`src/rtl/sfr_pkg.sv`:
```
package sfr_pkg;
  // Reset levels of the synchronised serial pins
  localparam logic SCLK_IDLE = 1'b0;
  localparam logic CSN_IDLE  = 1'b1;
  localparam logic SDI_IDLE  = 1'b0;

  typedef struct packed {
    logic sclk;
    logic csn;
    logic sdi;
  } pins_t;

  localparam pins_t PINS_IDLE = '{sclk: SCLK_IDLE, csn: CSN_IDLE, sdi: SDI_IDLE};
endpackage

```
`src/rtl/sfr_sync.sv`:
```
module sfr_sync #(
  parameter int          WIDTH   = 3,
  parameter int          STAGES  = 2,
  parameter logic [WIDTH-1:0] RST_VAL = '0
) (
  input  logic             clk_i,
  input  logic             rst_ni,
  input  logic [WIDTH-1:0] d_i,
  output logic [WIDTH-1:0] q_o
);
  logic [WIDTH-1:0] stg_q [STAGES];

  always_ff @(posedge clk_i or negedge rst_ni) begin
    if (!rst_ni) stg_q[0] <= RST_VAL;
    else         stg_q[0] <= d_i;
  end

  for (genvar i = 1; i < STAGES; i++) begin : g_stage
    always_ff @(posedge clk_i or negedge rst_ni) begin
      if (!rst_ni) stg_q[i] <= RST_VAL;
      else         stg_q[i] <= stg_q[i-1];
    end
  end

  assign q_o = stg_q[STAGES-1];
endmodule

```
`src/rtl/sfr_edge.sv`:
```
module sfr_edge
  import sfr_pkg::*;
(
  input  logic clk_i,
  input  logic rst_ni,
  input  logic sclk_s_i,
  input  logic csn_s_i,
  output logic sclk_fall_o,
  output logic cs_fall_o,
  output logic cs_act_o
);
  logic sclk_q, csn_q;

  always_ff @(posedge clk_i or negedge rst_ni) begin
    if (!rst_ni) begin
      sclk_q <= SCLK_IDLE;
      csn_q  <= CSN_IDLE;
    end else begin
      sclk_q <= sclk_s_i;
      csn_q  <= csn_s_i;
    end
  end

  assign sclk_fall_o = sclk_q & ~sclk_s_i;
  assign cs_fall_o   = csn_q & ~csn_s_i;
  assign cs_act_o    = ~csn_s_i;
endmodule

```
`src/rtl/sfr_shifter.sv`:
```
module sfr_shifter #(
  parameter int CMD_W  = 8,
  parameter int DATA_W = 16,
  localparam int FRAME_W = CMD_W + DATA_W,
  localparam int CNT_W   = $clog2(FRAME_W + 1)
) (
  input  logic              clk_i,
  input  logic              rst_ni,
  input  logic              sclk_fall_i,
  input  logic              cs_fall_i,
  input  logic              cs_act_i,
  input  logic              sdi_i,
  output logic [CMD_W-1:0]  cmd_o,
  output logic [DATA_W-1:0] data_o,
  output logic              valid_o,
  output logic [CNT_W-1:0]  cnt_o
);
  localparam logic [CNT_W-1:0] LAST_IDX = CNT_W'(FRAME_W - 1);

  logic               armed_q, armed_d;
  logic [CNT_W-1:0]   cnt_q, cnt_d;
  logic [FRAME_W-1:0] sh_q, sh_d;
  logic [CMD_W-1:0]   cmd_q, cmd_d;
  logic [DATA_W-1:0]  data_q, data_d;
  logic               valid_q, valid_d;
  logic               reg_en;

  // Next-state logic
  always_comb begin
    armed_d = armed_q;
    cnt_d   = cnt_q;
    sh_d    = sh_q;
    cmd_d   = cmd_q;
    data_d  = data_q;
    valid_d = 1'b0;
    if (!cs_act_i) begin
      armed_d = 1'b0;
    end else if (cs_fall_i) begin
      armed_d = 1'b1;
      cnt_d   = '0;
    end else if (armed_q && sclk_fall_i) begin
      sh_d  = {sh_q[FRAME_W-2:0], sdi_i};
      cnt_d = cnt_q + 1'b1;
      if (cnt_q == LAST_IDX) begin
        armed_d           = 1'b0;
        valid_d           = 1'b1;
        {cmd_d, data_d}   = sh_d;
      end
    end
  end

  // Clock enable for the shift and count registers
  assign reg_en = cs_fall_i | (armed_q & sclk_fall_i & cs_act_i);

  always_ff @(posedge clk_i or negedge rst_ni) begin
    if (!rst_ni) begin
      armed_q <= 1'b0;
      valid_q <= 1'b0;
    end else begin
      armed_q <= armed_d;
      valid_q <= valid_d;
    end
  end

  always_ff @(posedge clk_i or negedge rst_ni) begin
    if (!rst_ni) begin
      cnt_q <= '0;
      sh_q  <= '0;
    end else if (reg_en) begin
      cnt_q <= cnt_d;
      sh_q  <= sh_d;
    end
  end

  always_ff @(posedge clk_i or negedge rst_ni) begin
    if (!rst_ni) begin
      cmd_q  <= '0;
      data_q <= '0;
    end else if (valid_d) begin
      cmd_q  <= cmd_d;
      data_q <= data_d;
    end
  end

  assign cmd_o   = cmd_q;
  assign data_o  = data_q;
  assign valid_o = valid_q;
  assign cnt_o   = cnt_q;
endmodule

```
`src/rtl/spi_frame_rx.sv`:
```
module spi_frame_rx
  import sfr_pkg::*;
#(
  parameter int CMD_W       = 8,
  parameter int DATA_W      = 16,
  parameter int SYNC_STAGES = 2
) (
  input  logic              clk_i,
  input  logic              rst_ni,
  input  logic              sclk_i,
  input  logic              cs_ni,
  input  logic              sdi_i,
  output logic [CMD_W-1:0]  cmd_o,
  output logic [DATA_W-1:0] data_o,
  output logic              valid_o
);
  localparam int FRAME_W = CMD_W + DATA_W;
  localparam int CNT_W   = $clog2(FRAME_W + 1);

  pins_t            pins_raw, pins_s;
  logic             sclk_fall, cs_fall, cs_act;
  logic [CNT_W-1:0] bit_cnt;

  assign pins_raw = '{sclk: sclk_i, csn: cs_ni, sdi: sdi_i};

  sfr_sync #(
    .WIDTH  ($bits(pins_t)),
    .STAGES (SYNC_STAGES),
    .RST_VAL(PINS_IDLE)
  ) u_sync (
    .clk_i (clk_i),
    .rst_ni(rst_ni),
    .d_i   (pins_raw),
    .q_o   (pins_s)
  );

  sfr_edge u_edge (
    .clk_i      (clk_i),
    .rst_ni     (rst_ni),
    .sclk_s_i   (pins_s.sclk),
    .csn_s_i    (pins_s.csn),
    .sclk_fall_o(sclk_fall),
    .cs_fall_o  (cs_fall),
    .cs_act_o   (cs_act)
  );

  sfr_shifter #(
    .CMD_W (CMD_W),
    .DATA_W(DATA_W)
  ) u_shift (
    .clk_i      (clk_i),
    .rst_ni     (rst_ni),
    .sclk_fall_i(sclk_fall),
    .cs_fall_i  (cs_fall),
    .cs_act_i   (cs_act),
    .sdi_i      (pins_s.sdi),
    .cmd_o      (cmd_o),
    .data_o     (data_o),
    .valid_o    (valid_o),
    .cnt_o      (bit_cnt)
  );
endmodule

```
`config.mk`:
```
export PLATFORM = sky130hd
export DESIGN_NAME = spi_frame_rx
export DESIGN_NICKNAME = d
export VERILOG_FILES = /design/src/rtl/sfr_pkg.sv /design/src/rtl/sfr_sync.sv /design/src/rtl/sfr_edge.sv /design/src/rtl/sfr_shifter.sv /design/src/rtl/spi_frame_rx.sv
export SDC_FILE = /design/constraint.sdc
export NUM_CORES = 1
export LEC_CHECK = 0
export BUFFER_PORTS_ARGS = -buffer_cell sky130_fd_sc_hd__buf_2
export CAP_MARGIN = 40
export CORE_MARGIN = 2
export CORE_UTILIZATION = 35
export DETAILED_ROUTE_END_ITERATION = 8
export SYNTH_ARGS = -nofsm -noshare
export SYNTH_HDL_FRONTEND = slang
export SYNTH_SLANG_ARGS = --single-unit
export TNS_END_PERCENT = 100
```
`constraint.sdc`:
```
create_clock -name clk_i -period 2.3 [get_ports clk_i]
set_input_delay 0.23 -clock clk_i [delete_from_list [all_inputs] [get_ports clk_i]]
set_output_delay 0.23 -clock clk_i [all_outputs]
set_load 0.03 [all_outputs]
```
==> impl_metrics.toml, run 1 <==
[outcome]
status = "completed"

[min_path]
holdCritPathClass = "reg2reg"

[die]
fp.dieW_um = 85.13
row_count = 29
fp.coreArea_sq_um = 6350
start_util = 0.3628
die_area_sq_um = 7246
die_h_um = 85.13
io_pins = 30

[critical_path]
startpoint_type = "flop"
cp.arrival_ns = 2.18
path_class = "reg2reg"
crit_required_ns = 2.51
cp_max_fo = 25
cpPeakStageDelay_ns = 0.49
critical_path.slowest_cell = "nand4bb_1"
setup.worst_path.end_class = "flop"
worstPathBufferInverterCount = 1
crit_chain = "nand4bb_1, nor3_4, buf_4, mux2_2"
critical_path.top_delay_family = "simple AND/OR/NAND/NOR gates"

[cells_and_area]
final_util = 0.4368
finalNetCount = 188
syn2layout_area_growth_pct = 20.42
drive_gt1_frac = 0.5187
diodes = 0
stdcell_count = 264
fin_area_sq_um = 2774

[sta]
fin_skew_ns = 0.007230
setup_viol = 0
rsz0062_at_grt = "no"
fmax_ghz = 0.5078
finalMaxSlewViolations = 0
final_hold_viol_count = 0
setup_tns_ns = 0
tightest_slew_ns = 0.6778
fin_crit_ns = 1.969
post-route-period-util = 0.8563
slew-limit-headroom = 0.5481

[clock_network]
cts_hold_buf = 4
clk_pin_slew_ns = 0.06
cts_made_buffers = 9
insertion_delay_ns = 0.32
cts_max_level = 3
clockBufferDepth = 2
postCtsSetupBuffers = 0
cts_tree = "built"
cts_sinks = 62
root_buffer = "clkbuf_8"
cts_resized = 0

[power_and_ir_drop]
ir_worst_vdd_v = 0.0005466
p_per_area_nw_per_um2 = 772.1
leakage_nw = 1.436

[placed_design]
dpl_cell_area_sq_um = 2537
place_congestion = 0.7079
dp.cells = 244
portBuffers = 29
dpl.hpwl_um = 2476

[routing]
wl_per_cell_um = 14.02
drt_iter0_drc = 57
firstDrtPassIters = 3
vias = 1260
routed_wl_um = 3700
drcViolationCount = 0
vias_per_cell = 4.773
ant_nets = 0

[synth]
yosysWarnings = 0
syn_area_sq_um = 2303
synth_area_per_cell_sq_um = 16.45
yosys.cell_types.count = 24
synthCells = 140
seq_area_frac_synth = 0.6752
synth_nets = 146
ys_ff_latch = 62

[global_route]
grt_pass1_vias = 1374
grt_max_degree = 34
antenna_found_initial = 0
grt_overflow = 0
track_usage = 0.1196
grt_pass1_wl_um = 6630

[flow_run]
drv_cap = 0
sequential cells by signal, summed over array words and instances, names as in the netlist:
name / flops
u_shift.valid_o: 1
u_shift.data_o: 16
u_sync.q_o: 3
u_sync.stg_q: 3
u_shift.cmd_o: 8
u_shift.armed_q: 1
u_shift.sh_q: 23
u_edge.csn_q: 1
u_edge.sclk_q: 1
u_shift.cnt_o: 5
kinds of logic after synthesis:
logic type,share of synthesized area
adder cells (fa/ha/maj),0.005431
AO/OA/AOI/OAI,0.01901
multiplexers,0.2341
XOR/XNOR,0.003803
AND/OR/NAND/NOR,0.04074
flip-flops,0.6752
buffers and inverters,0.02172
through the flow:
step | hold WS [ns] | power [mW] | worst slack (ns)
2_1_floorplan | -0.06559 | 1.182 | 0.6278
3_5_place_dp | 0.3050 | 1.223 | 0.3030
3_3_place_gp | 0.2901 | 1.216 | 0.4268
6_report | 0.3470 | 2.142 | 0.3305
5_1_grt | 0.3643 | 2.251 | 0.1285
4_1_cts | 0.3516 | 2.180 | 0.2894
cell usage after synthesis (all sizes together):
master,number,share of area
nor2,2,0.0043
a21oi,3,0.0065
ha,1,0.0054
dfstp,3,0.034
nor3,1,0.0071
mux2i,1,0.0043
nand4bb,1,0.0049
or3b,1,0.0038
nand2,1,0.0016
nand4b,1,0.0038
dfrtp,59,0.64
buf,5,0.018
mux2,47,0.23
inv,2,0.0033
xor2,1,0.0038
o21ai,4,0.0087
a31o,1,0.0038
or3,3,0.0081
nand3,2,0.0043
nor2b,1,0.0027
layout make-up:
type	count	area (sq um)
flip-flops and latches	62	1555
repair buffers	36	220.2
inverters	2	7.507
well taps	77	96.34
clock buffers	15	166.4
multi-input cells	71	698.2
fillers	565	3576
clock inverters	1	30.03
power breakdown:
group          internal (mW)  switching (mW)  leakage (nW)
Sequential              1.12          0.0200         0.840
Combinational         0.0292          0.0366         0.499
Clock                  0.562           0.374        0.0979
layer usage:
metal | up-vias | wire [um] | track usage
met5 | - | 0 | 0
met4 | 0 | 58 | 0.06494
met3 | 6 | 140 | 0.03794
met2 | 23 | 1903 | 0.1790
met1 | 649 | 1598 | 0.1550
li1 | 582 | - | -
path summary, 6_finish.rpt:
kind / from / end / slack, ns / depth (start not counted)
max in group asynchronous: rst_ni / u_sync.stg_q[4]$_DFF_PN1_ / 1.13 / 3
max reg2reg: u_sync.q_o[2]$_DFF_PN0_ / u_shift.data_o[11]$_DFFE_PN0P_ / 0.33 / 4
min in group asynchronous: rst_ni / u_sync.stg_q[3]$_DFF_PN0_ / 0.48 / 2
min reg2reg: u_sync.stg_q[3]$_DFF_PN0_ / u_sync.q_o[0]$_DFF_PN0_ / 0.35 / 0
max: u_sync.q_o[2]$_DFF_PN0_ / u_shift.data_o[11]$_DFFE_PN0P_ / 0.33 / 4
min: u_sync.stg_q[3]$_DFF_PN0_ / u_sync.q_o[0]$_DFF_PN0_ / 0.35 / 0
placed cells by master (no fill, tap or decap), types with 2 or more instances in the layout:
cell / Yosys / routed
buf_2: 1 / 29
inv_1: 2 / 2
buf_4: 2 / 2
clkbuf_8: 0 / 11
a21oi_1: 3 / 3
clkbuf_1: 0 / 4
o21ai_0: 4 / 4
nand3_1: 2 / 2
dfrtp_1: 59 / 59
or3_1: 3 / 3
dfstp_2: 3 / 3
mux2_2: 46 / 46
dlygate4sd3_1: 0 / 4
(Power assumes the default switching activity.)
==> run 2, diff against run 1 <==
==> constraint.sdc (replaced) <==
create_clock -name clk_i -period 2.2 [get_ports clk_i]
set_input_delay 0.22 -clock clk_i [delete_from_list [all_inputs] [get_ports clk_i]]
set_output_delay 0.22 -clock clk_i [all_outputs]
set_load 0.03 [all_outputs]
==> run 2 against run 1 <==
Critical path type unchanged; clock skew grew 0.0024 ns; setup slack gained 0.11 ns; first-iteration DRC count shrank 23%; register-to-register slack gained 0.11 ns; clock power grew 4.6%; critical endpoint is now u_shift.data_o[9]$_DFFE_PN0P_; sequential share of layout area shrank 0.70 points.
==> impl_metrics.toml, run 2 (synthesis gave the netlist of run 1 again) <==
[outcome]
status = "completed"

[placed_design]
dp.cells = 245
dpl.hpwl_um = 2479
place_congestion = 0.7469
portBuffers = 29
pre_cts_ws_ns = 0.4601

[critical_path]
r2r_slack_ns = 0.44
startpoint = "u_shift.cnt_o[1]$_DFFE_PN0P_"
worstPathBufferInverterCount = 1
cp.arrival_ns = 1.98
critical_path.slowest_cell = "dfrtp_1"
worst_r2r_endpoint = "u_shift.data_o[9]$_DFFE_PN0P_"
rr_worst_depth = 5
critical_path.top_delay_family = "simple AND/OR/NAND/NOR gates"
crit_required_ns = 2.42
startpoint_type = "flop"
crit_chain = "ha_1, nand4b_1, nor3_4, buf_12, mux2_2"
reg2reg_from = "u_shift.cnt_o[1]$_DFFE_PN0P_"
path_class = "reg2reg"
cpPeakStageDelay_ns = 0.41
cp_max_fo = 25
setup.worst_path.end_class = "flop"

[sta]
fin_skew_ns = 0.009596
rsz0062_at_grt = "no"
setup_viol = 0
post-route-period-util = 0.8005
final_hold_viol_count = 0
tightest_slew_ns = 0.6410
slew-limit-headroom = 0.5726
fin_crit_ns = 1.761
setup_tns_ns = 0
finalMaxSlewViolations = 0
worst_slack_ns = 0.4390
fmax_ghz = 0.5679

[clock_network]
cts_sinks = 62
cts_tree = "built"
clockBufferDepth = 2
cts_max_level = 3
root_buffer = "clkbuf_8"
cts_made_buffers = 9
insertion_delay_ns = 0.33
clk_pin_slew_ns = 0.07

[global_route]
grt_pass1_vias = 1352
track_usage = 0.1210
grt_overflow = 0
antenna_found_initial = 0
grt_pass1_wl_um = 6555
grt_max_degree = 35

[power_and_ir_drop]
seqPwrFrac = 0.532
internal_power_mw = 1.751
swShare = 0.2193
p_comb_frac = 0.032
switching_power_mw = 0.4917
ir_worst_vdd_v = 0.0006231
power_frac_clock = 0.437
p_per_area_nw_per_um2 = 798.3
finalPower_mw = 2.242
leakage_nw = 1.450

[routing]
firstDrtPassIters = 4
ant_nets = 0
drt_iter0_drc = 44
drcViolationCount = 0
wl_per_cell_um = 14.49
vias = 1265
vias_per_cell = 4.774
routed_wl_um = 3841

[min_path]
holdCritPathClass = "reg2reg"
hold_depth = 0
min_to = "u_sync.q_o[2]$_DFF_PN0_"
min-delay-start = "u_sync.stg_q[5]$_DFF_PN0_"

[cells_and_area]
top_register = "u_shift.sh_q"
n_fill_cell = 555
multi_input_area_sq_um = 698.2
seqCellArea_sq_um = 1555
finalNetCount = 189
drive_gt1_frac = 0.5426
diodes = 0
mostFrequentLayoutCells = "dfrtp_1, mux2_2, buf_2"
largest_register_ffs = 23
final_util = 0.4424
stdcell_count = 265
mostFrequentLayoutCell = "dfrtp_1"
syn2layout_area_growth_pct = 21.94

[die]
fp.dieW_um = 85.13
die_area_sq_um = 7246
fp.coreArea_sq_um = 6350
row_count = 29
start_util = 0.3628
io_pins = 30
die_h_um = 85.13

[flow_run]
drv_cap = 0
## run 2: area by class of cell
cell class	count	area share
clock buffers	10	0.04900
inverters	2	0.002673
multi-input cells	71	0.2486
repair buffers	37	0.08998
flip-flops and latches	62	0.5537
well taps	77	0.03430
clock inverters	6	0.02183
## run 2: worst register-to-register path: stages (launching register included)
cell and delay (ns):
dfrtp_1 0.41, ha_1 0.22, nand4b_1 0.20, nor3_4 0.24, buf_12 0.20, mux2_2 0.37
## run 2: worst max-delay path by stage
stage | depth (start not counted) | to | slack (ns)
after floorplan | 5 | u_shift.cmd_o[3]$_DFFE_PN0P_ | 0.53
after global placement | 5 | u_shift.data_o[11]$_DFFE_PN0P_ | 0.56
after detailed placement | 5 | u_shift.data_o[10]$_DFFE_PN0P_ | 0.46
after CTS | 5 | u_shift.data_o[9]$_DFFE_PN0P_ | 0.44
after global routing | 5 | u_shift.cmd_o[2]$_DFFE_PN0P_ | 0.35
final | 5 | u_shift.data_o[9]$_DFFE_PN0P_ | 0.44
## run 2: per-stage QoR
| step | hold slack (ns) | cell area (sq um) |
|---|---|---|
| floorplan | -0.07559 | 2303 |
| global placement | 0.2575 | 2570 |
| detailed placement | 0.2823 | 2570 |
| CTS | 0.3499 | 2809 |
| global route | 0.3498 | 2809 |
| finish | 0.3471 | 2809 |
## run 2: layer usage
metal | vias up | share of wire | global-route usage
met5 | - | 0 | 0
met4 | 0 | 0.019 | 0.06926
met3 | 7 | 0.056 | 0.05545
met2 | 28 | 0.48 | 0.1754
met1 | 643 | 0.44 | 0.1490
li1 | 587 | - | -
## run 2: repair_timing
item / in CTS / in global routing
setup endpoints to repair: 0 / 0
setup buffers: 0 / 0
hold buffers: 4 / 0
resized for setup: 0 / 0
hold endpoints to repair: 31 / 0
## run 2: power groups by stage
| stage | Sequential, mW | Clock, mW | Combinational [mW] |
|---|---|---|---|
| floorplan | 1.21 | 0 | 0.0307 |
| global placement | 1.21 | 0 | 0.0630 |
| detailed placement | 1.21 | 0 | 0.0676 |
| CTS | 1.19 | 1.02 | 0.0732 |
| global route | 1.20 | 1.07 | 0.0823 |
| finish | 1.19 | 0.979 | 0.0706 |
